File: config.mk
export PLATFORM = sky130hd
export DESIGN_NAME = frame_asm
export DESIGN_NICKNAME = d
export VERILOG_FILES = /design/src/rtl/fa_pkg.sv /design/src/rtl/fa_flt_enc.sv /design/src/rtl/fa_crc_unit.sv /design/src/rtl/fa_rej_counter.sv /design/src/rtl/fa_byte_pick.sv /design/src/rtl/frame_asm.sv
export SDC_FILE = /design/constraint.sdc
export NUM_CORES = 1
export LEC_CHECK = 0
export ABC_AREA = 1
export ABC_CLOCK_PERIOD_IN_PS = 2700
export CAP_MARGIN = 10
export CORE_ASPECT_RATIO = 1.1
export CORE_MARGIN = 2
export CORE_UTILIZATION = 48
export DETAILED_ROUTE_END_ITERATION = 16
export PLACE_DENSITY_LB_ADDON = 0.2
export SLEW_MARGIN = 20
export SYNTH_ARGS = -nofsm -noshare
export SYNTH_HDL_FRONTEND = slang
export SYNTH_SLANG_ARGS = --single-unit
File: constraint.sdc
create_clock -name clk -period 2.7 [get_ports clk]
set_input_delay 0.675 -clock clk [delete_from_list [all_inputs] [get_ports clk]]
set_output_delay 0.675 -clock clk [all_outputs]
set_load 0.02 [all_outputs]
File: src/rtl/fa_pkg.sv
package fa_pkg;
  localparam int MAX_WORDS = 7;
  localparam int LEN_W     = 3;
  localparam int WORD_W    = 16;
  localparam int PB_MAX    = 2 * MAX_WORDS;
  localparam int PIDX_W    = $clog2(PB_MAX);
  localparam int PAY_W     = MAX_WORDS * WORD_W;
  localparam logic [15:0] CRC_SEED = 16'hFFFF;
  localparam logic [15:0] CRC_POLY = 16'h1021;

  typedef enum logic [2:0] {
    PH_IDLE, PH_FLT, PH_LAB_HI, PH_LAB_LO, PH_PAY, PH_CRC_HI, PH_CRC_LO
  } phase_t;

  // Hamming(8,4): {d3,d2,d1,d0,p1,p2,p3,p0}, p0 makes even overall parity
  function automatic logic [7:0] flt_encode(input logic [LEN_W-1:0] len,
                                            input logic lab);
    logic d3, d2, d1, d0, p1, p2, p3;
    logic [6:0] body;
    d3 = len[2]; d2 = len[1]; d1 = len[0]; d0 = lab;
    p1 = d3 ^ d2 ^ d0;
    p2 = d3 ^ d1 ^ d0;
    p3 = d2 ^ d1 ^ d0;
    body = {d3, d2, d1, d0, p1, p2, p3};
    return {body, ^body};
  endfunction

  function automatic logic [15:0] crc16_byte(input logic [15:0] c,
                                             input logic [7:0] b);
    logic [15:0] r;
    r = c ^ {b, 8'h00};
    for (int i = 0; i < 8; i++)
      r = r[15] ? ((r << 1) ^ CRC_POLY) : (r << 1);
    return r;
  endfunction
endpackage

File: src/rtl/fa_flt_enc.sv
module fa_flt_enc
  import fa_pkg::*;
(
  input  logic [LEN_W-1:0] len_i,
  input  logic             lab_i,
  output logic [7:0]       code_o
);
  always_comb code_o = flt_encode(len_i, lab_i);
endmodule

File: src/rtl/fa_crc_unit.sv
module fa_crc_unit
  import fa_pkg::*;
(
  input  logic        clk,
  input  logic        rst_n,
  input  logic        clear_i,
  input  logic        en_i,
  input  logic [7:0]  din_i,
  output logic [15:0] crc_o
);
  always_ff @(posedge clk or negedge rst_n) begin
    if (!rst_n)       crc_o <= CRC_SEED;
    else if (clear_i) crc_o <= CRC_SEED;
    else if (en_i)    crc_o <= crc16_byte(crc_o, din_i);
  end
endmodule

File: src/rtl/fa_rej_counter.sv
module fa_rej_counter #(
  parameter int W = 8
) (
  input  logic         clk,
  input  logic         rst_n,
  input  logic         inc_i,
  output logic [W-1:0] cnt_o
);
  localparam logic [W-1:0] CMAX = {W{1'b1}};
  always_ff @(posedge clk or negedge rst_n) begin
    if (!rst_n)                      cnt_o <= '0;
    else if (inc_i && cnt_o != CMAX) cnt_o <= cnt_o + W'(1);
  end
endmodule

File: src/rtl/fa_byte_pick.sv
module fa_byte_pick
  import fa_pkg::*;
(
  input  logic [PAY_W-1:0]  words_i,
  input  logic [PIDX_W-1:0] idx_i,
  output logic [7:0]        byte_o
);
  logic [7:0] bytes [PB_MAX];

  for (genvar g = 0; g < PB_MAX; g++) begin : g_slot
    localparam int WI = g / 2;
    localparam int HI = (g % 2 == 0) ? 15 : 7;
    assign bytes[g] = words_i[WI*WORD_W + HI -: 8];
  end

  always_comb begin
    byte_o = 8'h00;
    for (int i = 0; i < PB_MAX; i++)
      if (idx_i == PIDX_W'(i)) byte_o = bytes[i];
  end
endmodule

File: src/rtl/frame_asm.sv
module frame_asm
  import fa_pkg::*;
#(
  parameter int REJ_W = 8
) (
  input  logic              clk,
  input  logic              rst_n,
  input  logic              start_i,
  input  logic [2:0]        len_i,
  input  logic              label_en_i,
  input  logic [15:0]       label_i,
  input  logic              crc_en_i,
  input  logic [111:0]      payload_i,
  output logic [7:0]        out_data_o,
  output logic              out_valid_o,
  input  logic              out_ready_i,
  output logic              hdr_req_o,
  output logic              busy_o,
  output logic [REJ_W-1:0]  rej_cnt_o
);
  phase_t              phase_q, phase_d;
  logic [PIDX_W-1:0]   pidx_q;
  logic [LEN_W-1:0]    len_q;
  logic                lab_q, crcen_q;
  logic [15:0]         label_q;
  logic [PAY_W-1:0]    pay_q;
  logic                hdr_q;

  // named events for the checker
  logic        accept, reject, xfer, flt_slot, pay_step, frame_done, pay_last;
  logic [7:0]  flt_code, pay_byte;
  logic [15:0] crc_val;
  logic [PIDX_W-1:0] pay_end;

  assign busy_o      = (phase_q != PH_IDLE);
  assign out_valid_o = busy_o;
  assign hdr_req_o   = hdr_q;
  assign accept      = start_i && !busy_o;
  assign reject      = start_i && busy_o;
  assign xfer        = out_valid_o && out_ready_i;
  assign flt_slot    = (phase_q == PH_FLT);
  assign pay_step    = xfer && (phase_q == PH_PAY);
  assign pay_end     = PIDX_W'({len_q, 1'b0}) - PIDX_W'(1);
  assign pay_last    = (pidx_q == pay_end);
  assign frame_done  = xfer && (phase_d == PH_IDLE);

  fa_flt_enc u_flt (.len_i(len_q), .lab_i(lab_q), .code_o(flt_code));

  fa_byte_pick u_pick (.words_i(pay_q), .idx_i(pidx_q), .byte_o(pay_byte));

  fa_crc_unit u_crc (
    .clk(clk), .rst_n(rst_n), .clear_i(accept), .en_i(pay_step),
    .din_i(pay_byte), .crc_o(crc_val)
  );

  fa_rej_counter #(.W(REJ_W)) u_rej (
    .clk(clk), .rst_n(rst_n), .inc_i(reject), .cnt_o(rej_cnt_o)
  );

  phase_t after_pay, after_lab, after_flt;
  always_comb begin
    after_pay = crcen_q ? PH_CRC_HI : PH_IDLE;
    after_lab = (len_q != '0) ? PH_PAY : after_pay;
    after_flt = lab_q ? PH_LAB_HI : after_lab;
  end

  always_comb begin
    phase_d = phase_q;
    unique case (phase_q)
      PH_IDLE:   if (accept) phase_d = PH_FLT;
      PH_FLT:    if (xfer) phase_d = after_flt;
      PH_LAB_HI: if (xfer) phase_d = PH_LAB_LO;
      PH_LAB_LO: if (xfer) phase_d = after_lab;
      PH_PAY:    if (xfer && pay_last) phase_d = after_pay;
      PH_CRC_HI: if (xfer) phase_d = PH_CRC_LO;
      PH_CRC_LO: if (xfer) phase_d = PH_IDLE;
      default:   phase_d = PH_IDLE;
    endcase
  end

  always_comb begin
    unique case (phase_q)
      PH_FLT:    out_data_o = flt_code;
      PH_LAB_HI: out_data_o = label_q[15:8];
      PH_LAB_LO: out_data_o = label_q[7:0];
      PH_PAY:    out_data_o = pay_byte;
      PH_CRC_HI: out_data_o = crc_val[15:8];
      PH_CRC_LO: out_data_o = crc_val[7:0];
      default:   out_data_o = 8'h00;
    endcase
  end

  always_ff @(posedge clk or negedge rst_n) begin
    if (!rst_n) begin
      phase_q <= PH_IDLE;
      pidx_q  <= '0;
      len_q   <= '0;
      lab_q   <= 1'b0;
      crcen_q <= 1'b0;
      label_q <= '0;
      pay_q   <= '0;
      hdr_q   <= 1'b0;
    end else begin
      phase_q <= phase_d;
      hdr_q   <= accept;
      if (accept) begin
        pidx_q  <= '0;
        len_q   <= len_i;
        lab_q   <= label_en_i;
        crcen_q <= crc_en_i;
        label_q <= label_i;
        pay_q   <= payload_i;
      end else if (pay_step) begin
        pidx_q <= pidx_q + PIDX_W'(1);
      end
    end
  end
endmodule

# Yosys cells after proc, flatten, opt, wreduce, memory -nomap -nowiden
# Index checks and enable logic that the tools add are counted.
# word_totals
reg_bits	165
input_bits	137
elab_cells	108
# classes
add_sub_neg	3
eq_ne	28
muxes	38
n_bitwise	15
reduce_logical	14
# op_table
op	n
8-bit two-way mux	14
13-bit two-way mux	8
8-bit one-hot mux with 6 select lines	1
16-bit two-way mux	2
3-bit two-way mux	10
4-bit equality test (second input constant)	6
3-bit inverter	8
3-bit one-hot mux with 7 select lines	1
4-bit by 3-bit equality test with 1-bit output (second input constant)	4
16-bit XOR	1
2-bit != test (second input constant)	6
3-bit equality test (second input constant)	3
8-bit by 1-bit adder with 8-bit output (second input constant)	1
4-bit by 2-bit equality test with 1-bit output (second input constant)	2
4-bit two-way mux	2
8-bit != test (second input constant)	1
7-bit AND reduction	1
7-bit parity	1
3-bit by 2-bit equality test with 1-bit output (second input constant)	2
1-bit logical AND	6
3-bit nonzero test	2
1-bit XOR	6
4-bit by 1-bit adder with 4-bit output (second input constant)	1
4-bit by 1-bit equality test with 1-bit output (second input constant)	1
other kinds (8)	8

# Depth between registers and ports, before layout
# depth
ltp_word	34
depth_mapped	26
depth_no_buf	26

# Hierarchy
# From an unflattened synthesis, not the netlist that was laid out.
# hier_totals
hier_cells	1210
area_unflattened_um2	8774.7
# modules_own_cells
mod	n_inst	cells_per_inst	area_each_um2
frame_asm	1	726	6007.0
fa_crc_unit	1	164	1136.1
fa_byte_pick	1	228	1017.2
fa_rej_counter	1	63	483.0
fa_flt_enc	1	29	131.4

# Least setup slack after synthesis
# No wires, ideal clock.
# synth_path
path_kind	register to output
start	reg pidx_q[1]
end	out out_data_o[7]
arrival_ns	2.267
t_required_ns	2.025
path_slack_ns	-0.242
stages_incl_launch_ff	19
path_cell_list	dfrtp_1 -> inv_1 -> ha_1 -> buf_2 -> nor2_1 -> nand3_1 -> nand3_1 -> nand3_1 -> nand3_1 -> nand2_1 -> nand2_1 -> nand2_1 -> nand4_1 -> nand3_1 -> nand2_1 -> nand2_1 -> nand2_1 -> nand2_1 -> o21ai_0
# synth_via
elab_chain_len	16
word_cells_on_any_way	29
classes_between	13 x eq/ne; 15 x mux; 1 x reduce/logical
# synth_lines
item	line	source
start: declaration	frame_asm.sv:22	logic [PIDX_W-1:0] pidx_q;
start signal: assignment	frame_asm.sv:114	pidx_q <= pidx_q + PIDX_W'(1);
4-bit logical NOT	fa_byte_pick.sv:19	if (idx_i == PIDX_W'(i)) byte_o = bytes[i];
8-bit two-way mux (13 in series)	fa_byte_pick.sv:19	
8-bit two-way mux *	fa_byte_pick.sv:19	
8-bit one-hot mux with 6 select lines *	frame_asm.sv:82	unique case (phase_q)
end: declaration	frame_asm.sv:14	output logic [7:0] out_data_o,
# Every way passes the cells marked *; elsewhere a longest branch is shown, timed or not.

# Worst setup path in the final report
# layout_path
start	reg pidx_q[0]
end	out out_data_o[4]
# The elaborated chain is that of the path after synthesis.

==> results.yml <==
timing:
  worst_slack_ps: -788
  period_share: 1.29
  rsz0062_at_grt: "yes"
  fmaxAchievable_ghz: 0.287
  fin_skew_ps: 6.60
  maxSlewViolCount: 0
  timing.hold.ws_ps: 178
  tightestPinTransition_ps: 825
  period_needed_ps: 3490
  finalSetupViolations: 12
  finalHoldViolCount: 0
  final.setup.tns_ps: -5950
  slew-limit-headroom: 0.448
hold_path:
  hold_class: "in -> async"
global_routing:
  grt_max_degree: 60
  grt_pass1_vias: 8162
  grt_pass1_wl_um: 40100
  grtUsageTotal: 0.267
  grt-ovfl-total: 0
  grt_antenna_before_repair: 0
layout:
  diodes: 0
  design_area_sq_mm: 0.0121
  nNetsFinal: 1534
  syn_to_final_growth_pct: 40.3
  drive_gt1_frac: 0.195
  final_core_util: 0.684
  post_layout_nonfiller_instances: 1640
floorplanning:
  ios: 156
  core-area_sq_mm: 0.0177
  die_h_um: 145
  start_util: 0.488
  dieArea_sq_mm: 0.0191
  die_w_um: 132
  fp-row-count: 51
logic_synthesis:
  syn_area_sq_mm: 0.00862
  avgSynthCellArea_sq_um: 7.46
  ys.flop_type: "dfrtp_1"
  yosysUniqueCellTypes: 44
  ys_ff_latch: 165
  synthCells: 1155
  synth_edf_count: 0
  syn_nets: 1299
  synth_warnings: 0
  async_flop_share: 1.00
  ys_seq_area_frac: 0.481
route:
  wl_per_cell_um: 15.0
  drtAntennaViolNets: 0
  dr.pass1.iters: 5
  vias: 8286
  drt-total-wl_um: 24600
  drc: 0
  via_per_inst: 5.05
  drt_iter0_drc: 590
cts:
  numCtsBuffers: 17
  cts_buffer_depth: 2
  clkTransAtPathRegs_ps: 60
  numClockSinks: 165
  clk_latency_ps: 430
  htree_levels: 4
  cts_root_buf: "clkbuf_16"
  cts_tree: "yes"
worst_setup_path:
  critPathKind: "reg -> out"
  setup.worst_path.start_class: "flop"
  end_kind: "output pin"
  worstPathMaxFanout: 8
  cp_data_arrival_time_ps: 2810
  critPathRequiredTime_ps: 2030
  r2r_cells: 25
power:
  p_seq_frac: 0.309
  netSwitchingFraction: 0.427
  cellPowerDensity_mw_per_mm2: 1150
  p_switching_mw: 5.97
  power_frac_comb: 0.510
  ir_worst_vdd_v: 0.000571
  clkPwrFrac: 0.181
  cellLeakagePower_nw: 5.86
  power_mw: 14.0
  intPower_mw: 8.00
placed_design:
  dpl_worst_slack_ps: -868
  placed_cells: 1599
  postPlaceCellArea_sq_mm: 0.0111
  io_buffers: 155
  hpwl_um: 18000
  gp_congestion: 0.933
run_status:
  outcome: "complete, but fails checks"
  violations: "setup timing"
job:
  maxCapViolCount: 0
==> layout by cell type (no fill, tap or decap), drive strengths merged, types with 6 or more instances in the layout <==
| master | synthesis | final |
|---|---|---|
| o22ai | 10 | 10 |
| nand2 | 474 | 474 |
| o21ai | 116 | 116 |
| clkbuf | 31 | 20 |
| buf | 10 | 111 |
| dfstp | 16 | 16 |
| clkinv | 2 | 8 |
| nor3 | 6 | 6 |
| clkdlybuf4s50 | 0 | 146 |
| a21oi | 39 | 39 |
| xor2 | 8 | 8 |
| ha | 7 | 7 |
| dfrtp | 149 | 149 |
| nor2 | 29 | 29 |
| inv | 149 | 150 |
| nand3 | 71 | 71 |
==> cells in the mapped netlist (6+ instances only) <==
cell type	n	share of area
xor2_1	8	0.0081
dfrtp_1	149	0.43
inv_1	133	0.058
inv_2	14	0.0061
nand2_2	19	0.014
nand3_1	70	0.041
dfstp_2	16	0.049
nand2_1	453	0.20
buf_2	6	0.0035
o21ai_0	103	0.060
clkbuf_1	31	0.013
o21ai_1	8	0.0046
nor2_1	22	0.0096
o22ai_1	10	0.0073
ha_1	7	0.010
a21oi_1	39	0.023
==> path summary, 6_finish.rpt <==
check / from / slack (ps) / endpoint
min in group clk: label_q[3] / 480 / label_q[3]
max: pidx_q[0] / -790 / out_data_o[4]
max in group asynchronous: rst_n / 1750 / u_crc.crc_o[10]
min reg2reg: label_q[3] / 480 / label_q[3]
max reg2reg: pidx_q[0] / -40 / u_crc.crc_o[5]
min: rst_n / 180 / pay_q[62]
==> logic make-up (layout without fill, tap and decap cells) <==
| group | count (synthesis) | in the layout | share of synthesized area |
|---|---|---|---|
| flip-flops | 165 | 165 | 0.481 |
| buffers and inverters | 192 | 439 | 0.0882 |
| adder cells (fa/ha/maj) | 7 | 7 | 0.0102 |
| AO/OA/AOI/OAI | 187 | 187 | 0.120 |
| XOR/XNOR | 12 | 12 | 0.0122 |
| multiplexers | 1 | 1 | 0.00131 |
| AND/OR/NAND/NOR | 591 | 591 | 0.287 |
==> timing repair <==
action	4_1_cts	5_1_grt
pin swaps	15	14
setup buffers	4	6
hold buffers	0	0
cloned	0	0
endpoints found under the setup margin	13	23
hold endpoints to repair	0	0
resized for setup	70	43
==> sequential cells by signal, summed over array words and instances, names as in the netlist <==
name / flops
pay_q: 112
label_q: 16
len_q: 3
pidx_q: 4
hdr_req_o: 1
lab_q: 1
u_rej.cnt_o: 8
phase_q: 3
u_crc.crc_o: 16
crcen_q: 1
==> power groups by stage <==
stage,sequential (mW),clock [mW],combinational (mW)
6_report,4.32,2.53,7.12
2_1_floorplan,4.19,0,4.10
3_5_place_dp,4.32,0,6.51
5_1_grt,4.44,2.66,7.92
4_1_cts,4.30,2.56,6.78
3_3_place_gp,4.29,0,6.38
==> final cells by class <==
class                   instances  area [sq um]
clock inverters                11           151
repair buffers                257          2410
fillers                      1457          5580
well taps                     238           298
clock buffers                  20           457
inverters                     151           583
multi-input cells             798          4050
flip-flops and latches        165          4150
==> layer usage <==
layer,GRT usage,part of all wire
met1,0.357,0.45
met2,0.432,0.47
met3,0.0547,0.062
met5,0,0
met4,0.101,0.021
==> worst max-delay path: stages, from the launching register on <==
cell and delay, ps:
dfrtp_2 470, inv_4 110, ha_4 170, nand2_8 80
o21ai_2 140, inv_2 40, nand2_2 60, nand3b_1 80
nand2_1 100, nand2_1 60, nand2_1 80, nand3_2 70
nand2_1 70, nand2_1 50, nand2_1 50, nand2_1 70
nand2_2 100, nand2_4 80, a221oi_4 250, nand2_1 100
buf_6 140
Power figures use the tool's default switching activity.
